[src/rtl/adc_rb_pkg.sv]
`timescale 1ns/10ps
package adc_rb_pkg;

    // word format fixed by the register layout
    localparam int FRAC_W       = 10;
    localparam int FRAC_LSB     = 6;
    localparam int CHN_W        = 3;
    localparam int CHN_LSB      = 24;
    localparam int LOST_BIT     = 30;
    localparam int DONE_BIT     = 31;
    localparam int STAT_OVR_LSB = 8;
    localparam int STAT_IRQ_BIT = 16;
    localparam int WORD_W       = 32;

    typedef struct packed {
        logic done;
        logic lost;
    } flags_t;

    typedef struct packed {
        logic [CHN_W-1:0]  chan;
        logic [FRAC_W-1:0] frac;
    } result_t;

    function automatic logic [WORD_W-1:0] chan_word(flags_t f, logic [FRAC_W-1:0] frac);
        logic [WORD_W-1:0] w;
        w = '0;
        w[DONE_BIT] = f.done;
        w[LOST_BIT] = f.lost;
        w[FRAC_LSB +: FRAC_W] = frac;
        return w;
    endfunction

    function automatic logic [WORD_W-1:0] glob_word(flags_t f, result_t r);
        logic [WORD_W-1:0] w;
        w = chan_word(f, r.frac);
        w[CHN_LSB +: CHN_W] = r.chan;
        return w;
    endfunction

    // next flags for one result holder; a new result beats any clear
    function automatic flags_t next_flags(flags_t cur, logic load, logic burst, logic clr);
        flags_t n;
        n = cur;
        if (load) begin
            n.lost = burst & cur.done;
            n.done = 1'b1;
        end else if (clr) begin
            n = '0;
        end
        return n;
    endfunction

endpackage

[src/rtl/adc_rb_slot.sv]
`timescale 1ns/10ps
module adc_rb_slot
    import adc_rb_pkg::*;
#(
    parameter int FW = FRAC_W
) (
    input  logic          clk,
    input  logic          rst,
    input  logic          load,
    input  logic          burst,
    input  logic          clr,
    input  logic [FW-1:0] frac_in,
    output flags_t        flags,
    output logic [FW-1:0] frac
);

    always_ff @(posedge clk) begin
        if (rst) begin
            flags <= '0;
            frac  <= '0;
        end else begin
            flags <= next_flags(flags, load, burst, clr);
            if (load) frac <= frac_in;
        end
    end

endmodule

[src/rtl/adc_rb_latest.sv]
`timescale 1ns/10ps
module adc_rb_latest
    import adc_rb_pkg::*;
(
    input  logic    clk,
    input  logic    rst,
    input  logic    load,
    input  logic    burst,
    input  logic    clr,
    input  result_t res_in,
    output flags_t  flags,
    output result_t res
);

    always_ff @(posedge clk) begin
        if (rst) begin
            flags <= '0;
            res   <= '0;
        end else begin
            flags <= next_flags(flags, load, burst, clr);
            if (load) res <= res_in;
        end
    end

endmodule

[src/rtl/adc_rb_irqctl.sv]
`timescale 1ns/10ps
module adc_rb_irqctl #(
    parameter int NUM_CH = 8
) (
    input  logic              clk,
    input  logic              rst,
    input  logic              en_wr,
    input  logic [NUM_CH:0]   en_wdata,
    input  logic [NUM_CH-1:0] done_vec,
    input  logic              glob_done,
    output logic [NUM_CH:0]   en_q,
    output logic              irq
);

    localparam logic [NUM_CH:0] EN_RESET = {1'b1, {NUM_CH{1'b0}}};

    always_ff @(posedge clk) begin
        if (rst)        en_q <= EN_RESET;
        else if (en_wr) en_q <= en_wdata;
    end

    always_comb begin
        irq = |(done_vec & en_q[NUM_CH-1:0]);
        if (en_q[NUM_CH] && glob_done) irq = 1'b1;
    end

endmodule

[src/rtl/adc_result_bank.sv]
`timescale 1ns/10ps
module adc_result_bank
    import adc_rb_pkg::*;
#(
    parameter int NUM_CH = 8,
    parameter int ADDR_W = 4
) (
    input  logic                 clk,
    input  logic                 rst,
    input  logic                 res_valid,
    input  logic [CHN_W-1:0]     res_chan,
    input  logic [FRAC_W-1:0]    res_frac,
    input  logic                 burst_mode,
    input  logic                 ctrl_wr,
    input  logic [ADDR_W-1:0]    reg_addr,
    input  logic                 reg_wr,
    input  logic                 reg_rd,
    input  logic [WORD_W-1:0]    reg_wdata,
    output logic [WORD_W-1:0]    reg_rdata,
    output logic                 irq
);

    localparam int CH_W = (NUM_CH > 1) ? $clog2(NUM_CH) : 1;
    localparam logic [ADDR_W-1:0] A_GLOB = ADDR_W'(NUM_CH);
    localparam logic [ADDR_W-1:0] A_STAT = ADDR_W'(NUM_CH + 1);
    localparam logic [ADDR_W-1:0] A_IEN  = ADDR_W'(NUM_CH + 2);

    logic [NUM_CH-1:0]  chan_done;
    logic [NUM_CH-1:0]  chan_lost;
    logic [WORD_W-1:0]  chan_words [NUM_CH];
    flags_t             glob_flags;
    result_t            glob_res;
    logic               glob_done;
    logic [NUM_CH:0]    ien_q;
    logic               in_chan_range;

    assign in_chan_range = (reg_addr < A_GLOB);

    // per-channel holders
    for (genvar c = 0; c < NUM_CH; c++) begin : g_slot
        logic               ld;
        logic               clr;
        flags_t             fl;
        logic [FRAC_W-1:0]  fr;

        assign ld  = res_valid && (res_chan == CHN_W'(c));
        assign clr = reg_rd && (reg_addr == ADDR_W'(c));

        adc_rb_slot #(.FW(FRAC_W)) u_slot (
            .clk     (clk),
            .rst     (rst),
            .load    (ld),
            .burst   (burst_mode),
            .clr     (clr),
            .frac_in (res_frac),
            .flags   (fl),
            .frac    (fr)
        );

        assign chan_done[c]  = fl.done;
        assign chan_lost[c]  = fl.lost;
        assign chan_words[c] = chan_word(fl, fr);
    end

    // latest-result holder
    logic    glob_clr;
    result_t glob_in;
    assign glob_clr = ctrl_wr || (reg_rd && reg_addr == A_GLOB);
    assign glob_in  = '{chan: res_chan, frac: res_frac};

    adc_rb_latest u_latest (
        .clk    (clk),
        .rst    (rst),
        .load   (res_valid),
        .burst  (burst_mode),
        .clr    (glob_clr),
        .res_in (glob_in),
        .flags  (glob_flags),
        .res    (glob_res)
    );
    assign glob_done = glob_flags.done;

    // interrupt enables and request
    adc_rb_irqctl #(.NUM_CH(NUM_CH)) u_irq (
        .clk       (clk),
        .rst       (rst),
        .en_wr     (reg_wr && reg_addr == A_IEN),
        .en_wdata  (reg_wdata[NUM_CH:0]),
        .done_vec  (chan_done),
        .glob_done (glob_done),
        .en_q      (ien_q),
        .irq       (irq)
    );

    logic unused_wdata;
    assign unused_wdata = ^reg_wdata[WORD_W-1:NUM_CH+1];

    // read mux
    always_comb begin
        reg_rdata = '0;
        if (in_chan_range) begin
            reg_rdata = chan_words[reg_addr[CH_W-1:0]];
        end else if (reg_addr == A_GLOB) begin
            reg_rdata = glob_word(glob_flags, glob_res);
        end else if (reg_addr == A_STAT) begin
            reg_rdata[NUM_CH-1:0]                 = chan_done;
            reg_rdata[STAT_OVR_LSB +: NUM_CH]     = chan_lost;
            reg_rdata[STAT_IRQ_BIT]               = irq;
        end else if (reg_addr == A_IEN) begin
            reg_rdata[NUM_CH:0] = ien_q;
        end
    end

endmodule

[config.mk]
export PLATFORM = sky130hd
export DESIGN_NAME = adc_result_bank
export DESIGN_NICKNAME = d
export VERILOG_FILES = /design/src/rtl/adc_rb_pkg.sv /design/src/rtl/adc_rb_slot.sv /design/src/rtl/adc_rb_latest.sv /design/src/rtl/adc_rb_irqctl.sv /design/src/rtl/adc_result_bank.sv
export SDC_FILE = /design/constraint.sdc
export NUM_CORES = 1
export LEC_CHECK = 0
export BUFFER_PORTS_ARGS = -buffer_cell sky130_fd_sc_hd__buf_4
export CAP_MARGIN = 20
export CORE_UTILIZATION = 28
export DETAILED_ROUTE_END_ITERATION = 8
export HOLD_SLACK_MARGIN = 0.08
export PLACE_DENSITY_LB_ADDON = 0.25
export SYNTH_ARGS = -nofsm -noshare
export SYNTH_HDL_FRONTEND = slang
export SYNTH_SLANG_ARGS = --single-unit
[constraint.sdc]
create_clock -name clk -period 3.6 [get_ports clk]
set_input_delay 0.36 -clock clk [delete_from_list [all_inputs] [get_ports clk]]
set_output_delay 0.36 -clock clk [all_outputs]
set_load 0.05 [all_outputs]
* After elaboration in Yosys (flattened, before gate mapping) *
Index checks and enable logic that the tools add are counted.

word-level totals
  flip-flop bits (word level) = 120
  input bits = 56
  output and inout bits = 33
  logic and storage cells = 119

operators by class
  order comparisons = 2
  eq/ne operators = 17
  multiplexer cells = 28
  bitwise gates (word level) = 11
  reduce and logical (&&, ||, !) cells = 32

operators with widths
  operator            count
  $bmux 32 s3         1
  $mux 32             3
  $mux 2              18
  $logic_and 1x1->1   19
  $mux 9              2
  $reduce_bool 2->1   9
  $mux 17             1
  $eq 4x3->1 const B  4
  $mux 15             1
  $eq 3x3->1 const B  4
  $eq 4x4->1 const B  3
  $and 1x1->1         9
  $and 8x8->8         1
  $eq 4x2->1 const B  2
  $mux 8              1
  $reduce_or 8->1     1
  $eq 3x2->1 const B  2
  $eq 4x1->1 const B  1
  $ge 4x4->1 const B  1
  $logic_not 4->1     1
  $lt 4x4->1 const B  1
  $not 3->4           1
  $eq 3x1->1 const B  1
  $logic_not 3->1     1
  other kinds (2)     2

* Logic depth before layout (Yosys ltp) *
Gate-level depths: netlist of the first run.

  depth in word-level cells = 6
  mapped depth = 6

* Hierarchy *
A second synthesis of the first run with hierarchy kept.

second synthesis, totals
  cell total of the unflattened synthesis = 569
  area, all modules = 5733.0 µm²

modules (own cells, without submodules)
  module           times used  cells each  area each (µm²)  seq. area each (µm²)
  adc_rb_slot      8           40          430.4            240.2
  adc_result_bank  1           165         1387.6           0.0
  adc_rb_latest    1           50          539.3            300.3
  adc_rb_irqctl    1           34          362.8            180.2

* Worst setup path before layout of the first run *
Ideal clock, no wire load.

  path type = input-to-output
  start = in reg_addr[1]
  end = out reg_rdata[7]
  arrival = 2.162 ns
  required time = 3.240 ns
  slack = 1.078 ns
  stages = 6
  buffers on the path = 3
  cell sequence = buf_6 -> buf_6 -> buf_6 -> o21ai_0 -> o31ai_1 -> o32ai_1

on the way
  cells in the longest elaborated chain, start to end = 5
  elaborated cells between the ends (all ways) = 12
  classes of those cells = order compare (1); eq/ne (3); mux (7); bitwise (1)

ends and longest elaborated chain
  item                                                                  line                                            RTL
  from (decl)                                                           adc_result_bank.sv:15                           input logic [ADDR_W-1:0] reg_addr,
  $not 3->4 (not written as such) / $eq 4x4->1 (equally long branches)  adc_result_bank.sv:102, adc_result_bank.sv:109
  $bmux 32 s3 / $mux 9 (equally long branches)                          adc_result_bank.sv:102, adc_result_bank.sv:109
  $mux 32 (not written as such) / $mux 9 (equally long branches)        adc_result_bank.sv:102, adc_result_bank.sv:105
  $mux 32 (not written as such) / $mux 17 (equally long branches)       adc_result_bank.sv:102, adc_result_bank.sv:103
  $mux 32 (*)                                                           adc_result_bank.sv:101                          if (in_chan_range) begin
  to (decl)                                                             adc_result_bank.sv:19                           output logic [WORD_W-1:0] reg_rdata,

Mark *: on every way between the ends. The rest lies on a longest branch, timed or not. The select of a mux whose other input is x is not followed.

* Worst setup path in the final report of the first run *
  start = in reg_addr[0]
  end = out reg_rdata[14]

on the way
  cells in the longest elaborated chain, start to end = 5
  elaborated cells between the ends (all ways) = 10
  classes of those cells = order compare (1); eq/ne (2); mux (6); bitwise (1)

ends and longest elaborated chain
  item                                         line                    RTL
  $not 3->4 (not written as such)              adc_result_bank.sv:102  reg_rdata = chan_words[reg_addr[CH_W-1:0]];
  $bmux 32 s3                                  adc_result_bank.sv:102
  $mux 32 (not written as such) (2 in series)  adc_result_bank.sv:102
  $mux 32 (*)                                  adc_result_bank.sv:101

Marked as above.

==> results of run 1 <==
==> area by class of cell <==
| class | count | area, um2 | share of cell area [%] |
|---|---|---|---|
| clock inverters | 8 | 142.6 | 2.123 |
| multi-input cells | 500 | 2840 | 42.28 |
| inverters | 3 | 11.26 | 0.1676 |
| repair buffers | 66 | 495.5 | 7.376 |
| clock buffers | 22 | 494.2 | 7.357 |
| well taps | 265 | 331.6 | 4.936 |
| flip-flops and latches | 120 | 2402 | 35.76 |
==> worst max-delay path, cell delays in order <==
cell and delay (ns):
buf_4 0.64, mux4_2 0.59, a22oi_1 0.19, o21ai_1 0.14
buf_4 0.22
==> how the worst min path moves through the flow <==
stage | startpoint | end | slack (ns)
finish | reg_wdata[8] | u_irq.en_q[8] | 0.16
global placement | g_slot[2].u_slot.frac[7] | g_slot[2].u_slot.frac[7] | 0.44
floorplan | g_slot[7].u_slot.frac[0] | g_slot[7].u_slot.frac[0] | 0.43
CTS | reg_wdata[8] | u_irq.en_q[8] | 0.15
detailed placement | g_slot[2].u_slot.frac[8] | g_slot[2].u_slot.frac[8] | 0.44
global route | reg_wdata[8] | u_irq.en_q[8] | 0.16
==> layout by cell type, fill, tap and decap left out, types with 2 or more instances in the layout <==
cell type	instances
dfxtp_1	120
o211ai_1	3
and3b_1	3
mux4_2	14
inv_1	3
bufinv_16	4
and2_1	3
conb_1	10
nor2b_1	7
nand2b_1	7
clkbuf_8	5
clkbuf_16	17
and2b_1	2
mux2i_1	41
nand3_1	26
o21ai_0	3
nor2_1	50
a21oi_1	101
nand3b_1	2
nand4_1	3
clkinv_2	3
o22ai_1	2
buf_4	66
o21ai_1	7
nand2_1	177
mux2_2	3
a22oi_1	19
==> sequential cells by signal (all words and copies together) (netlist names) <==
name and flops:
g_slot.u_slot.flags 16, g_slot.u_slot.frac 80, u_irq.en_q 9, u_latest.flags 2, u_latest.res 13
==> power breakdown <==
group          total, uW  internal [uW]  switching [uW]  leakage, uW
registers           1380           1360            20.0     0.000973
clock network       1840           1240             600     0.000314
logic                324            103             221      0.00117
==> kinds of logic (layout without fill, tap and decap cells) <==
family | count (synthesis) | count (layout) | share of synthesized area (%)
and+or+nand+nor | 286 | 286 | 21.69
other | 1 | 10 | 0.06689
DFF | 120 | 120 | 42.85
buffers and inverters | 71 | 99 | 7.096
AOI/OAI and AO/OA | 146 | 146 | 14.75
muxes | 58 | 58 | 13.55
==> synth_stat cells (7+ instances only) <==
master,number
clkbuf_1,26
nand3_1,26
nand2b_1,7
nand2_1,177
a21oi_1,101
nor2_1,50
dfxtp_1,120
a22oi_1,19
o21ai_1,7
mux4_2,14
mux2i_1,41
buf_2,21
nor2b_1,7
buf_4,13
==> routing by layer <==
| metal | routed length [um] | vias to the layer above | GRT usage (%) |
|---|---|---|---|
| met3 | 859 | 18 | 3.699 |
| li1 | - | 2359 | - |
| met2 | 8849 | 124 | 30.38 |
| met4 | 226 | 0 | 5.767 |
| met1 | 7532 | 2305 | 22.45 |
| met5 | 0 | - | 0 |
==> stage by stage <==
step | hold slack, ns | cell area (um2)
4_1_cts | 0.1476 | 6718
3_5_place_dp | 0.4433 | 6081
5_1_grt | 0.1572 | 6718
2_1_floorplan | 0.4329 | 5640
3_3_place_gp | 0.4399 | 6081
6_report | 0.1551 | 6718
==> summary.txt, run 1 <==
Logic synthesis
  • Top cell type's share of synthesized area: 42.85%
  • Syn Inst Count: 682
  • Flops & latches, synth: 120
  • Yosys warnings: 0
  • Synth Flop Type: dfxtp_1
  • Post-Synthesis Cell Area: 5607 um2
  • Main area contributors after synthesis: dfxtp_1 (43%), nand2_1 (12%), a21oi_1 (9.0%)
  • Area leader, netlist: dfxtp_1
  • Post-synthesis async set-or-reset flop share: 0%
  • Count of different cell masters after synthesis: 45
  • Syn_area_per_cell: 8.221 um2
  • Sequential share of the synthesized area: 42.85%
  • Post-synth EDFFs: 0

Layout
  • N_diodes: 0
  • Layout cell share with drive strength beyond 1: 16.13%
  • Fin nets: 764
  • Fin util: 34.40%
  • Filler Cells Inserted: 2071
  • Fin cells: 984
  • Area Overhead vs Synth: 19.82%

Setup path
  • Crit Reg-Reg Endpoint: u_irq.en_q[8]
  • R2R Path Start: u_irq.en_q[8]
  • WP data arrival: 2.20 ns
  • End point of the critical path: reg_rdata[14]
  • Crit-path max FO: 58
  • Endpoint type of the worst setup path: output port
  • Worst r2r path cells: 3
  • Critical path launch point type: input port
  • Worst endpoint required time: 3.24 ns
  • Reg-to-reg slack, setup: 2.79 ns
  • Worst Setup SP: reg_addr[0]
  • WS Path Type: in -> out

Timing
  • Post-layout minimum cycle time: 2.564 ns
  • Tightest Pin Transition: 0.9581 ns
  • RSZ-0062 raised after global routing: false
  • Final-report setup violation count: 0
  • Final Max Slew Viols: 0
  • Final period utilization: 71.22%
  • Rel. slew slack: 36.13%
  • Clock skew: 0.001969 ns
  • Setup_tns: 0 ns
  • Worst setup margin: 1.036 ns
  • Hold Vio Cnt, Final: 0
  • Fmax: 390.0 MHz

Pwr
  • Max VDD drop: 0.2911 mV
  • LEAKAGE: 0.002458 uW
  • Power Total: 3545 uW
  • Cell Pwr Density: 527.7 nW/um2

Placement
  • DP Wirelength: 11.10 mm
  • # port buffers: 55
  • Gp weighted congestion: 0.7453
  • Placed instance count: 954
  • Dpl ws: 1.058 ns

CTS
  • Worst-path clk slew: 0.05 ns
  • CTS tree: built
  • CTS Buffer Depth: 2
  • Hold-fix buffers at CTS: 0
  • Resize count post-CTS: 0
  • Clock Root Buffer: clkbuf_16
  • H-tree Lvls: 4
  • Postcts setup bufs: 0
  • Clock latency on the worst-skew pair: 0.42 ns
  • Clock net sink count: 120
  • CTS buffer count: 17

Floorplan
  • Top-Level Pins: 89
  • Die X: 143.5 um
  • Floorplan row count: 51
  • Die footprint: 20590 um2
  • Die Y: 143.5 um
  • Core area: 19530 um2
  • Initial core utilization: 28.71%

GRT
  • Total GRT Usage: 17.86%
  • Vias in the first global route: 4549
  • First-pass GRT wire length: 26.70 mm
  • Largest net degree at the start of global routing: 86
  • GRT Residual Overflow: 0
  • Initial antenna violation count: 0

Status
  • Status: completed

Detailed routing
  • Via count: 4806
  • WL/cell: 17.75 um
  • DRT iter0 DRCs: 468
  • Router iterations before antenna repair: 5
  • DRC viols: 0
  • Post-DRT Antenna Nets: 0
  • DR vias/cell: 4.884
  • Routed wire length: 17.47 mm

Min path
  • Hold crit path type: in -> reg
  • Hold Path Depth: 2

Run
  • Max cap viols: 0
No activity file was read; power rests on OpenSTA's default activity.
==> run 2: changes to the inputs <==
- clock period: 3.6 -> 2.1 ns (I/O delays scaled with it)
==> run 2 against run 1 <==
  * The run now ends with setup timing left
  * Sequential share of layout area is 1.3 points lower
  * Count of clock-buffer cells in the layout down 3
  * Routed wire length fell by 0.77%
  * Largest cell class unchanged
  * Die area unchanged
  * Sequential power grew 72%
  * First-iteration DRC count down 22%
  * Via count rose by 1.4%
  * Cell area increased by 4.0%
  * Critical path type is now reg -> out
  * Power grew 66%
  * Flip-flop and latch count is the same
  * Clock skew rose by 0.0014 ns
==> summary.txt, run 2 (synthesis results as in run 1) <==
Timing
  • Clock skew: 0.003405 ns (+0.001436 ns)
  • Fmax: 471.6 MHz
  • Tightest Pin Transition: 0.5625 ns (-0.3956 ns)
  • Worst setup margin: -0.02028 ns (-1.056 ns)
  • Rel. slew slack: 62.41% (+26 points)
  • Post-layout minimum cycle time: 2.120 ns
  • Final Max Slew Viols: 0 (unchanged)
  • RSZ-0062 raised after global routing: true
  • Final-report setup violation count: 1 (+1)
  • Final period utilization: 101.0%
  • Hold Vio Cnt, Final: 0 (unchanged)

GRT
  • Vias in the first global route: 4924 (+8.2%)
  • Initial antenna violation count: 0 (unchanged)
  • Largest net degree at the start of global routing: 47 (-45%)
  • First-pass GRT wire length: 27.64 mm (+3.5%)
  • Total GRT Usage: 18.04% (+0.17 points)
  • GRT Residual Overflow: 0 (unchanged)

Setup path
  • Worst r2r path cells: 3 (unchanged)
  • Critical path launch point type: flip-flop
  • R2R Path Start: g_slot[3].u_slot.flags[1]
  • Crit-path max FO: 2 (-97%)
  • WS Path Type: reg -> out
  • Crit Reg-Reg Endpoint: g_slot[3].u_slot.flags[1]
  • Reg-to-reg slack, setup: 1.30 ns (-1.49 ns)
  • Endpoint type of the worst setup path: output port
  • WP data arrival: 1.91 ns (-0.29 ns)
  • Worst endpoint required time: 1.89 ns (-1.35 ns)

Layout
  • Most frequent cells in the layout: nand2_1 (177), dfxtp_1 (118), a21oi_1 (101)
  • N_diodes: 0 (unchanged)
  • Final Cell Area: 6988 um2 (+4.0%)
  • Regs by FF count: g_slot.u_slot.frac x80, g_slot.u_slot.flags x16, u_latest.res x13
  • Area Overhead vs Synth: 24.64%
  • Top reg by flops: g_slot.u_slot.frac
  • Fin nets: 796 (+4.2%)
  • Layout cell share with drive strength beyond 1: 18.62% (+2.5 points)
  • Commonest non-fill, non-tap cell in the layout: nand2_1
  • Max FFs per register: 80 (unchanged)

Placement
  • # port buffers: 55 (unchanged)
  • Placed Area: 6284 um2 (+3.3%)
  • Gp weighted congestion: 0.7984 (+7.1%)
  • Dpl ws: 0.1492 ns (-0.9089 ns)
  • DP Wirelength: 11.81 mm (+6.4%)

Floorplan
  • Die Y: 143.5 um (unchanged)
  • Core area: 19530 um2 (unchanged)
  • Top-Level Pins: 89 (unchanged)
  • Die footprint: 20590 um2 (unchanged)
  • Floorplan row count: 51 (unchanged)
  • Initial core utilization: 28.71% (unchanged)
  • Die X: 143.5 um (unchanged)

Status
  • Failing checks: setup timing
  • Status: complete, but fails checks

Detailed routing
  • Post-DRT Antenna Nets: 0 (unchanged)
  • Via count: 4875 (+1.4%)
  • DR WL met2: 8.432 mm (-4.7%)
  • Met3 Routed Length: 852 um (-0.81%)
  • Router iterations before antenna repair: 7 (+2)
  • Routed wire length: 17.33 mm (-0.77%)
  • DRT iter0 DRCs: 363 (-22%)
  • Met1 WL: 7.766 mm (+3.1%)
  • Top Layer Used: met4
  • WL/cell: 17.04 um (-4.0%)
  • DRC viols: 0 (unchanged)
  • DR vias/cell: 4.794 (-1.9%)

CTS
  • Clock net sink count: 120 (unchanged)
  • CTS tree: built
  • CTS Buffer Depth: 2 (unchanged)
  • Worst-path clk slew: 0.06 ns (about the same)
  • CTS buffer count: 17 (unchanged)
  • Clock latency on the worst-skew pair: 0.42 ns (about the same)
  • H-tree Lvls: 4 (unchanged)
  • Clock Root Buffer: clkbuf_16

Pwr
  • LEAKAGE: 0.002588 uW (+5.3%)
  • Max VDD drop: 0.4621 mV (+59%)
  • Cell Pwr Density: 842.1 nW/um2 (+60%)

Min path
  • Critical hold path startpoint: res_frac[9]
  • Hold Path Depth: 3 (+1)
  • Hold crit path type: in -> reg
  • Hold worst-path end: g_slot[1].u_slot.frac[9]

Run
  • Max cap viols: 0 (unchanged)
==> run 2: cell type report <==
| cell class | instances | area (um2) |
|---|---|---|
| Fill cell | 2061 | 12540 |
| Inverter | 3 | 11.26 |
| Sequential cell | 120 | 2405 |
| Tap cell | 265 | 331.6 |
| Clock buffer | 19 | 432.9 |
| Timing Repair Buffer | 98 | 805.8 |
| Multi-Input combinational cell | 500 | 2848 |
| Clock inverter | 12 | 153.9 |
==> run 2: worst max-delay path, stage by stage (launching register included) <==
cell and delay, ns:
dfxtp_2 0.32, a222oi_1 0.40, nand3_1 0.13, a221o_1 0.29
and3b_1 0.20, buf_6 0.15
==> run 2: repair_timing <==
item | 4_1_cts | 5_1_grt
resized for setup | 3 | 1
pin swaps | 2 | 0
hold endpoints to repair | 10 | 0
hold buffers | 10 | 0
setup endpoints to repair | 1 | 2
setup buffers | 1 | 0
==> run 2: worst max path at each step <==
stage | start | endpoint | slack (ns)
after floorplan | reg_addr[1] | reg_rdata[6] | 0.16
after global placement | reg_addr[0] | reg_rdata[7] | 0.14
after detailed placement | reg_addr[0] | reg_rdata[7] | 0.15
after CTS | g_slot[1].u_slot.flags[1] | reg_rdata[16] | -0.003
after global routing | g_slot[1].u_slot.flags[1] | reg_rdata[16] | -0.09
final | g_slot[1].u_slot.flags[1] | reg_rdata[16] | -0.02
==> run 2: power by group <==
part | leakage, uW | internal (uW) | switching, uW
clock network | 0.000279 | 1850 | 1060
logic | 0.00133 | 218 | 385
registers | 0.000974 | 2340 | 33.2
==> run 2: routing by layer <==
metal  up-vias  global-route usage (%)
met5         -                       0
met2        91                   29.89
met4         0                   6.719
met3        21                   3.765
li1       2426                       -
met1      2337                   22.94
==> run 2: metrics by stage <==
step,util [%],std cells,setup TNS [ns],total power (uW),hold slack [ns]
2_1_floorplan,-,691,0,2821,0.3278
3_3_place_gp,32.18,975,0,3003,0.4215
3_5_place_dp,32.18,975,0,3006,0.4291
4_1_cts,35.77,1017,-0.002721,5942,0.08110
5_1_grt,35.79,1017,-0.1236,6094,0.08940
6_report,35.79,1017,-0.02028,5885,0.09141
